`src/rtl/sg_desc_pkg.sv`:
```
// Package: shared constants and state types for the descriptor sequencer.
// Assumes 32-bit little-endian descriptor memory words.
package sg_desc_pkg;
    localparam int ADDR_W      = 36;    // buffer byte address width
    localparam int LEN_W       = 12;    // buffer length field width
    localparam int CNT_W       = 5;     // entry count field width
    localparam int IDX_W       = 8;     // descriptor slot index width
    localparam int BASE_W      = 28;    // ring base holds address [35:8]
    localparam int MAX_ENTRIES = 20;    // most entries in a descriptor
    localparam int MAX_BUF     = 4092;  // largest single buffer
    localparam int MAX_FRAME   = 8192;  // largest gathered frame
    localparam int DESC_WORDS  = 32;    // 128-byte descriptor
    localparam int WIDX_W      = $clog2(DESC_WORDS);
    localparam int WADDR_W     = ADDR_W - 2;
    localparam int TOT_W       = $clog2(MAX_FRAME + (1 << LEN_W));

    typedef enum logic [1:0] {
        ST_IDLE,
        ST_FETCH,
        ST_LAND,
        ST_ISSUE
    } seq_state_t;

    typedef enum logic [1:0] {
        PH_HDR,
        PH_LO,
        PH_HI
    } fetch_phase_t;
endpackage

```
`src/rtl/sg_desc_addr.sv`:
```
// Module: forms the memory word address of one descriptor word.
// Assumes the ring base is 256-byte aligned but not ring-size aligned,
// so slot and word offsets are added rather than concatenated.
module sg_desc_addr
    import sg_desc_pkg::*;
(
    input  logic [BASE_W-1:0]  base,
    input  logic [IDX_W-1:0]   index,
    input  logic [WIDX_W-1:0]  widx,
    output logic [WADDR_W-1:0] waddr
);
    localparam int SLOT_SH = $clog2(DESC_WORDS);

    // Sum of ring base, slot offset and word offset, all in words.
    always_comb begin
        waddr = {base, 6'b0}
              + WADDR_W'({index, {SLOT_SH{1'b0}}})
              + WADDR_W'(widx);
    end
endmodule

```
`src/rtl/sg_entry_unpack.sv`:
```
// Module: rebuilds one 6-byte buffer entry from two memory words.
// Even entries: held = low address word, rdata[15:0] = high/length field.
// Odd entries: held[31:16] and rdata[15:0] = low address, rdata[31:16] = field.
module sg_entry_unpack
    import sg_desc_pkg::*;
(
    input  logic [31:0]       held,
    input  logic [31:0]       rdata,
    input  logic              odd,
    output logic [ADDR_W-1:0] buf_addr,
    output logic [LEN_W-1:0]  buf_len
);
    logic [31:0] lo_word;
    logic [15:0] hl_field;

    // Select the halves that belong to this entry's parity.
    always_comb begin
        lo_word  = odd ? {rdata[15:0], held[31:16]} : held;
        hl_field = odd ? rdata[31:16] : rdata[15:0];
        buf_addr = {hl_field[3:0], lo_word};
        buf_len  = hl_field[15:4];
    end
endmodule

```
`src/rtl/sg_len_guard.sv`:
```
// Module: checks one buffer length against the per-buffer and frame limits.
// Assumes the running total passed in never exceeds the frame limit.
module sg_len_guard
    import sg_desc_pkg::*;
(
    input  logic [LEN_W-1:0] buf_len,
    input  logic [TOT_W-1:0] total,
    output logic [TOT_W-1:0] new_total,
    output logic             buf_over,
    output logic             frame_over
);
    // Limit comparisons on the candidate entry.
    always_comb begin
        new_total  = total + TOT_W'(buf_len);
        buf_over   = buf_len > LEN_W'(MAX_BUF);
        frame_over = new_total > TOT_W'(MAX_FRAME);
    end
endmodule

```
`src/rtl/sg_desc_seq.sv`:
```
// Module: top-level descriptor walker. Reads the header word, then streams
// entry words (one read per word, 1-cycle read latency), checks limits and
// presents each buffer on a valid/ready port. Assumes mem_rdata is valid in
// the cycle after mem_rd_en and that start is sampled only while idle.
module sg_desc_seq
    import sg_desc_pkg::*;
(
    input  logic               clk,
    input  logic               rst_n,
    input  logic               start_valid,
    output logic               start_ready,
    input  logic [IDX_W-1:0]   start_index,
    input  logic [BASE_W-1:0]  ring_base,
    output logic               mem_rd_en,
    output logic [WADDR_W-1:0] mem_addr,
    input  logic [31:0]        mem_rdata,
    output logic               req_valid,
    input  logic               req_ready,
    output logic [ADDR_W-1:0]  req_addr,
    output logic [LEN_W-1:0]   req_len,
    output logic               req_last,
    output logic               done,
    output logic               err_flag,
    input  logic               err_clr
);
    seq_state_t        state;
    fetch_phase_t      phase;
    logic [BASE_W-1:0] base_q;
    logic [IDX_W-1:0]  idx_q;
    logic [WIDX_W-1:0] widx;
    logic [CNT_W-1:0]  ent_k;
    logic [CNT_W-1:0]  ent_cnt;
    logic [31:0]       held;
    logic [TOT_W-1:0]  total;
    logic [ADDR_W-1:0] addr_q;
    logic [LEN_W-1:0]  len_q;
    logic              last_q;
    logic              done_q;
    logic              err_q;

    logic [ADDR_W-1:0] ent_addr;
    logic [LEN_W-1:0]  ent_len;
    logic [TOT_W-1:0]  sum_total;
    logic              buf_over;
    logic              frame_over;
    logic [CNT_W-1:0]  hdr_cnt;
    logic              hdr_bad;
    logic [CNT_W-1:0]  k_next;

    sg_desc_addr u_addr (
        .base  (base_q),
        .index (idx_q),
        .widx  (widx),
        .waddr (mem_addr)
    );

    sg_entry_unpack u_unpack (
        .held     (held),
        .rdata    (mem_rdata),
        .odd      (ent_k[0]),
        .buf_addr (ent_addr),
        .buf_len  (ent_len)
    );

    sg_len_guard u_guard (
        .buf_len    (ent_len),
        .total      (total),
        .new_total  (sum_total),
        .buf_over   (buf_over),
        .frame_over (frame_over)
    );

    // Header decode: count field and its range check.
    always_comb begin
        hdr_cnt = mem_rdata[24 +: CNT_W];
        hdr_bad = (hdr_cnt == '0) || (hdr_cnt > CNT_W'(MAX_ENTRIES));
        k_next  = ent_k + 1'b1;
    end

    // Output drives from registered state.
    always_comb begin
        start_ready = (state == ST_IDLE);
        mem_rd_en   = (state == ST_FETCH);
        req_valid   = (state == ST_ISSUE);
        req_addr    = addr_q;
        req_len     = len_q;
        req_last    = last_q;
        done        = done_q;
        err_flag    = err_q;
    end

    // Sequencer: fetch, land, issue, with the sticky error flag.
    always_ff @(posedge clk) begin
        if (!rst_n) begin
            state   <= ST_IDLE;
            phase   <= PH_HDR;
            base_q  <= '0;
            idx_q   <= '0;
            widx    <= '0;
            ent_k   <= '0;
            ent_cnt <= '0;
            held    <= '0;
            total   <= '0;
            addr_q  <= '0;
            len_q   <= '0;
            last_q  <= 1'b0;
            done_q  <= 1'b0;
            err_q   <= 1'b0;
        end else begin
            done_q <= 1'b0;
            if (err_clr) begin
                err_q <= 1'b0;
            end
            case (state)
                ST_IDLE: begin
                    if (start_valid) begin
                        base_q <= ring_base;
                        idx_q  <= start_index;
                        widx   <= '0;
                        ent_k  <= '0;
                        total  <= '0;
                        phase  <= PH_HDR;
                        state  <= ST_FETCH;
                    end
                end
                ST_FETCH: begin
                    state <= ST_LAND;
                end
                ST_LAND: begin
                    case (phase)
                        PH_HDR: begin
                            if (hdr_bad) begin
                                err_q <= 1'b1;
                                state <= ST_IDLE;
                            end else begin
                                ent_cnt <= hdr_cnt;
                                widx    <= widx + 1'b1;
                                phase   <= PH_LO;
                                state   <= ST_FETCH;
                            end
                        end
                        PH_LO: begin
                            held  <= mem_rdata;
                            widx  <= widx + 1'b1;
                            phase <= PH_HI;
                            state <= ST_FETCH;
                        end
                        default: begin
                            if (buf_over || frame_over) begin
                                err_q <= 1'b1;
                                state <= ST_IDLE;
                            end else begin
                                held   <= mem_rdata;
                                widx   <= widx + 1'b1;
                                total  <= sum_total;
                                addr_q <= ent_addr;
                                len_q  <= ent_len;
                                last_q <= (k_next == ent_cnt);
                                state  <= ST_ISSUE;
                            end
                        end
                    endcase
                end
                default: begin
                    if (req_ready) begin
                        ent_k <= k_next;
                        if (last_q) begin
                            done_q <= 1'b1;
                            state  <= ST_IDLE;
                        end else begin
                            phase <= k_next[0] ? PH_HI : PH_LO;
                            state <= ST_FETCH;
                        end
                    end
                end
            endcase
        end
    end
endmodule

```
`config.mk`:
```
export PLATFORM = sky130hd
export DESIGN_NAME = sg_desc_seq
export DESIGN_NICKNAME = d
export VERILOG_FILES = /design/src/rtl/sg_desc_pkg.sv /design/src/rtl/sg_desc_addr.sv /design/src/rtl/sg_entry_unpack.sv /design/src/rtl/sg_len_guard.sv /design/src/rtl/sg_desc_seq.sv
export SDC_FILE = /design/constraint.sdc
export NUM_CORES = 1
export LEC_CHECK = 0
export BUFFER_PORTS_ARGS = -buffer_cell sky130_fd_sc_hd__buf_4
export CAP_MARGIN = 10
export CORE_MARGIN = 5
export CORE_UTILIZATION = 40
export DETAILED_ROUTE_END_ITERATION = 10
export RECOVER_POWER = 100
export SYNTH_ARGS = -nofsm -noshare
export SYNTH_HDL_FRONTEND = slang
export SYNTH_SLANG_ARGS = --single-unit
export TNS_END_PERCENT = 1
```
`constraint.sdc`:
```
create_clock -name clk -period 4.9 [get_ports clk]
set_input_delay 0.735 -clock clk [delete_from_list [all_inputs] [get_ports clk]]
set_output_delay 0.735 -clock clk [all_outputs]
set_load 0.01 [all_outputs]
```
==> report_table.html <==
<table>
<tr><th>Metric</th><th>Value</th></tr>
<tr><th colspan="2">Synth</th></tr>
<tr><td>Synth cell count leaders</td><td>dfxtp_1, nand2_1, nor2_1</td></tr>
<tr><td>Post-synth top flop</td><td>dfxtp_1</td></tr>
<tr><td>Fraction of the mapped netlist area in compound gates</td><td>18.3%</td></tr>
<tr><td>Area share of the largest cell type after synthesis</td><td>38.7%</td></tr>
<tr><td>Post-synthesis sequential element count</td><td>152</td></tr>
<tr><td>Synthesized netlist cell count</td><td>887</td></tr>
<tr><td>Post-synthesis async set-or-reset flop share</td><td>0%</td></tr>
<tr><td>Cell type with the largest total area after synthesis</td><td>dfxtp_1</td></tr>
<tr><td>Share of the synthesized netlist area taken by xor and xnor gates</td><td>4.35%</td></tr>
<tr><td>Syn_nets</td><td>between 900 and 1000</td></tr>
<tr><td>Dominant combinational cell family by area after synthesis</td><td>compound AO/OA/AOI/OAI gates</td></tr>
<tr><td>Mean area per synthesized cell</td><td>8.86 um2</td></tr>
<tr><td>Number of enable-type register cells in the synthesized netlist</td><td>0</td></tr>
<tr><td>Area share of fa/ha/maj cells after synthesis</td><td>4.49%</td></tr>
<tr><td>Cell types occupying the most area after synthesis</td><td>dfxtp_1, mux2i_1, a211oi_2</td></tr>
<tr><td>Synthesized cell area</td><td>0.00786 mm2</td></tr>
<tr><td>Number of distinct standard cells referenced by the synthesized netlist</td><td>63</td></tr>
<tr><td>Register area share after synthesis</td><td>38.7%</td></tr>
<tr><td>Share of synthesized area spent on multiplexers</td><td>11.3%</td></tr>
<tr><td>Area share of and/or/nand/nor cells after synthesis</td><td>a little under a fifth</td></tr>
<tr><td>Syn. warnings</td><td>0</td></tr>
<tr><td>Most common cell in the netlist</td><td>dfxtp_1</td></tr>
<tr><th colspan="2">Worst setup path</th></tr>
<tr><td>Critical Path Start</td><td>ent_k[0]$_SDFFE_PN0P_</td></tr>
<tr><td>Critical-path maximum fanout</td><td>32</td></tr>
<tr><td>Number of cells on the critical path</td><td>14</td></tr>
<tr><td>Reg-to-reg critical path endpoint</td><td>held[19]$_SDFFE_PN0P_</td></tr>
<tr><td>Worst setup endpoint</td><td>held[19]$_SDFFE_PN0P_</td></tr>
<tr><td>Family with the most delay on the worst path</td><td>compound AO/OA/AOI/OAI gates</td></tr>
<tr><td>CP max-delay cell</td><td>dfxtp_1</td></tr>
<tr><td>Critical-path cell list</td><td>buf_4 &gt; mux2_1 &gt; ha_1 &gt; and3_1 &gt; and2_1 &gt; o21a_1 &gt; o21ai_1 &gt; a21boi_0 &gt; mux2i_1 &gt; buf_4 &gt; o31ai_4 &gt; buf_12 &gt; mux2i_1 &gt; nor2_1</td></tr>
<tr><td>Register-to-Register Setup Slack</td><td>440 ps</td></tr>
<tr><td>Slowest cell delay on critical path</td><td>650 ps</td></tr>
<tr><td>Crit Reg-Reg Startpoint</td><td>ent_k[0]$_SDFFE_PN0P_</td></tr>
<tr><td>FF-to-FF path depth</td><td>14</td></tr>
<tr><td>Critical Setup Path Class</td><td>reg2reg</td></tr>
<tr><td>Startpoint type of the worst setup path</td><td>flop</td></tr>
<tr><td>Critical path data required time</td><td>5100 ps</td></tr>
<tr><td>Crit path arrival time</td><td>4660 ps</td></tr>
<tr><td>Buffer and inverter count on the worst path</td><td>3</td></tr>
<tr><td>Crit path capture type</td><td>flop</td></tr>
<tr><th colspan="2">CTS</th></tr>
<tr><td>Total setup buffers inserted after CTS</td><td>0</td></tr>
<tr><td>TritonCTS clock tree</td><td>built</td></tr>
<tr><td>Clock tree buffer depth</td><td>2</td></tr>
<tr><td>Number of clock buffers inserted by TritonCTS</td><td>17</td></tr>
<tr><td>Clk slew on worst S/H paths</td><td>70 ps</td></tr>
<tr><td>CTS sink cnt</td><td>152</td></tr>
<tr><td>Hold-fix buffer count after cts</td><td>0</td></tr>
<tr><td>Clk Latency, worst-skew pair</td><td>430 ps</td></tr>
<tr><td>Post-cts repair resize count</td><td>0</td></tr>
<tr><td>H-Tree Depth</td><td>4</td></tr>
<tr><td>Clk Tree Root Cell</td><td>clkbuf_16</td></tr>
<tr><th colspan="2">Finish</th></tr>
<tr><td>Final Net Count</td><td>1121</td></tr>
<tr><td>Post-layout instance count excluding filler cells</td><td>between 1000 and 1500</td></tr>
<tr><td>Final cell utilization of the core</td><td>48.0%</td></tr>
<tr><td>Area growth from synthesis to layout</td><td>18.6%</td></tr>
<tr><td>Number of diodes added for antenna fixing</td><td>0</td></tr>
<tr><td>Ratio of cells with drive above 1 in the final layout</td><td>14.7%</td></tr>
<tr><td>Footprint of the flip-flops and latches</td><td>0.00304 mm2</td></tr>
<tr><td>Area of combinational cells with multiple inputs</td><td>0.00434 mm2</td></tr>
<tr><td>Fillers</td><td>between 2000 and 2500</td></tr>
<tr><th colspan="2">Floorplanning</th></tr>
<tr><td>DIE HEIGHT</td><td>between 150 and 200 um</td></tr>
<tr><td>Placeable core region</td><td>0.0194 mm2</td></tr>
<tr><td>Starting Density</td><td>40.5%</td></tr>
<tr><td>Ports placed on the boundary</td><td>161</td></tr>
<tr><td>X dimension of the die</td><td>approximately 150 um</td></tr>
<tr><td>Number of standard-cell rows in the floorplan</td><td>51</td></tr>
<tr><td>Full die area</td><td>around 0.023 mm2</td></tr>
<tr><th colspan="2">Run status</th></tr>
<tr><td>Violations in the final reports</td><td>max-capacitance violations, max-slew violations</td></tr>
<tr><td>Run status</td><td>finished with violations</td></tr>
<tr><th colspan="2">Timing</th></tr>
<tr><td>Sum Neg Setup Slack</td><td>0 ps</td></tr>
<tr><td>RSZ-0062 raised after global routing</td><td>no</td></tr>
<tr><td>Hold violation total from the final report</td><td>0</td></tr>
<tr><td>Share of the clock period used by the worst path after layout</td><td>about nine tenths</td></tr>
<tr><td>Worst slack on hold paths</td><td>461 ps</td></tr>
<tr><td>Max Clock Skew</td><td>around 13 ps</td></tr>
<tr><td>Maximum clock frequency</td><td>0.224 GHz</td></tr>
<tr><td>Minimum clock period</td><td>4460 ps</td></tr>
<tr><td>Pin slew with the least headroom to its limit</td><td>around 2600 ps</td></tr>
<tr><td>Total of endpoints with negative setup slack in the final report</td><td>0</td></tr>
<tr><td>Slew Limit Headroom</td><td>-71.7%</td></tr>
<tr><td>Number of max-slew violations in the final report</td><td>150</td></tr>
<tr><th colspan="2">Placement</th></tr>
<tr><td># placed instances</td><td>1267</td></tr>
<tr><td>HPWL reported at the end of detailed placement</td><td>14400 um</td></tr>
<tr><td>Placer's final routability congestion estimate</td><td>0.824</td></tr>
<tr><td>Quantity of I/O buffers inserted on ports</td><td>160</td></tr>
<tr><th colspan="2">Drt</th></tr>
<tr><td>Routed wire per std cell</td><td>approximately 16 um</td></tr>
<tr><td>Via count</td><td>6605</td></tr>
<tr><td>Post-detailed-route DRC marker count</td><td>0</td></tr>
<tr><td>Vias per cell</td><td>5.08</td></tr>
<tr><td>Total wire length</td><td>slightly above 20000 um</td></tr>
<tr><td>Iteration count of the initial detailed-routing pass</td><td>5</td></tr>
<tr><td>Count of routing violations after the opening detailed-route iteration</td><td>322</td></tr>
<tr><td>Post-detailed-route count of antenna-violating nets</td><td>0</td></tr>
<tr><th colspan="2">Global route</th></tr>
<tr><td>Vias in the first global route</td><td>6416</td></tr>
<tr><td>First-pass GRT wire length</td><td>32800 um</td></tr>
<tr><td>Number of antenna violations at the first check in global routing</td><td>0</td></tr>
<tr><td>Largest net degree at the start of global routing</td><td>between 90 and 100</td></tr>
<tr><td>Global routing usage summed across all routing layers</td><td>a little under a fifth</td></tr>
<tr><td>Remaining global-route overflow</td><td>0</td></tr>
<tr><th colspan="2">Pwr</th></tr>
<tr><td>Power Density</td><td>about 420 mW/mm2</td></tr>
<tr><td>Worst supply voltage drop on vdd</td><td>about 0.00023 V</td></tr>
<tr><td>Static leakage power</td><td>~3.7 nW</td></tr>
<tr><th colspan="2">Min path</th></tr>
<tr><td>Path class of the lowest-slack min-delay path</td><td>reg2reg</td></tr>
<tr><th colspan="2">Job</th></tr>
<tr><td>Max-cap violations</td><td>3</td></tr>
</table>
## worst min path at each step
stage                           start                     end  cells after the start
2_1_floorplan   idx_q[0]$_SDFFE_PN0P_   idx_q[0]$_SDFFE_PN0P_                      2
3_5_place_dp   base_q[6]$_SDFFE_PN0P_  base_q[6]$_SDFFE_PN0P_                      2
5_1_grt        base_q[6]$_SDFFE_PN0P_  base_q[6]$_SDFFE_PN0P_                      2
3_3_place_gp    idx_q[0]$_SDFFE_PN0P_   idx_q[0]$_SDFFE_PN0P_                      2
4_1_cts        base_q[6]$_SDFFE_PN0P_  base_q[6]$_SDFFE_PN0P_                      2
6_report       base_q[0]$_SDFFE_PN0P_  base_q[0]$_SDFFE_PN0P_                      2
## cell families (layout without fill, tap and decap cells)
group                      after synthesis  in the layout
AOI/OAI and AO/OA                      193            193
xor gates and xnor gates                39             39
adders and majority gates               27             27
buffers and inverters                   75            222
DFF                                    152            152
muxes                                   87             87
and+or+nand+nor                        314            314
## cell usage in the layout, fill, tap and decap left out, types with 4 or more instances in the layout
cell and count:
o211ai_1 5, nor4_1 4, xnor2_1 23, dfxtp_1 152, ha_1 25, mux2i_1 75
a211oi_1 21, o21ai_0 32, mux2_2 11, nand2b_1 4, inv_1 19, buf_4 76
clkbuf_16 17, nand2_1 112, nor3_1 8, xor2_1 16, a211oi_2 19, o31ai_1 13
clkbuf_1 91, nor2_1 102, o21a_1 5, o21ai_1 7, a21o_1 6, and3_1 8
inv_6 5, nand4_1 9, nand3_1 44, or3_1 4, a21oi_1 62
## registers in the layout, indices dropped and copies added, names as in the netlist
signal / flops
req_addr: 36
idx_q: 8
done: 1
err_flag: 1
req_last: 1
ent_cnt: 5
phase: 2
state: 2
widx: 5
ent_k: 5
base_q: 28
total: 14
held: 32
req_len: 12
## cell type report
cell class	count	share of cell area [%]
timing repair buffer	171	10.3
clock buffer	18	4.61
multi-input combinational	660	46.6
tap	265	3.56
sequential	152	32.7
clock inverter	14	1.49
inverter	19	0.766
## power breakdown
part	switching [W]	internal (W)
Clock	0.000558	0.000713
Sequential	0.000103	0.00136
Combinational	0.000733	0.000454
Total	0.00139	0.00253
## worst min-delay path: stages, from the launching register on
cell and delay [ps]:
dfxtp_1 310, nand2_1 50, a21oi_1 50
## layer usage
layer  up-vias  share of wire [%]  GRT usage (%)
met5         -                  0              0
met4         0                1.3           5.72
met3        19                5.2           4.15
met2       162                 45           28.2
met1      3023                 49           24.8
li1       3401                  -              -
## metrics by stage
stage / total power, W / area [um2] / worst slack, ps
floorplan: 0.00237 / 7860 / 792
global placement: 0.00277 / 9200 / 793
detailed placement: 0.00278 / 9200 / 672
CTS: 0.00406 / 9770 / 586
global route: 0.00416 / 9320 / 99.8
finish: 0.00392 / 9320 / 445
(Power assumes the default switching activity.)
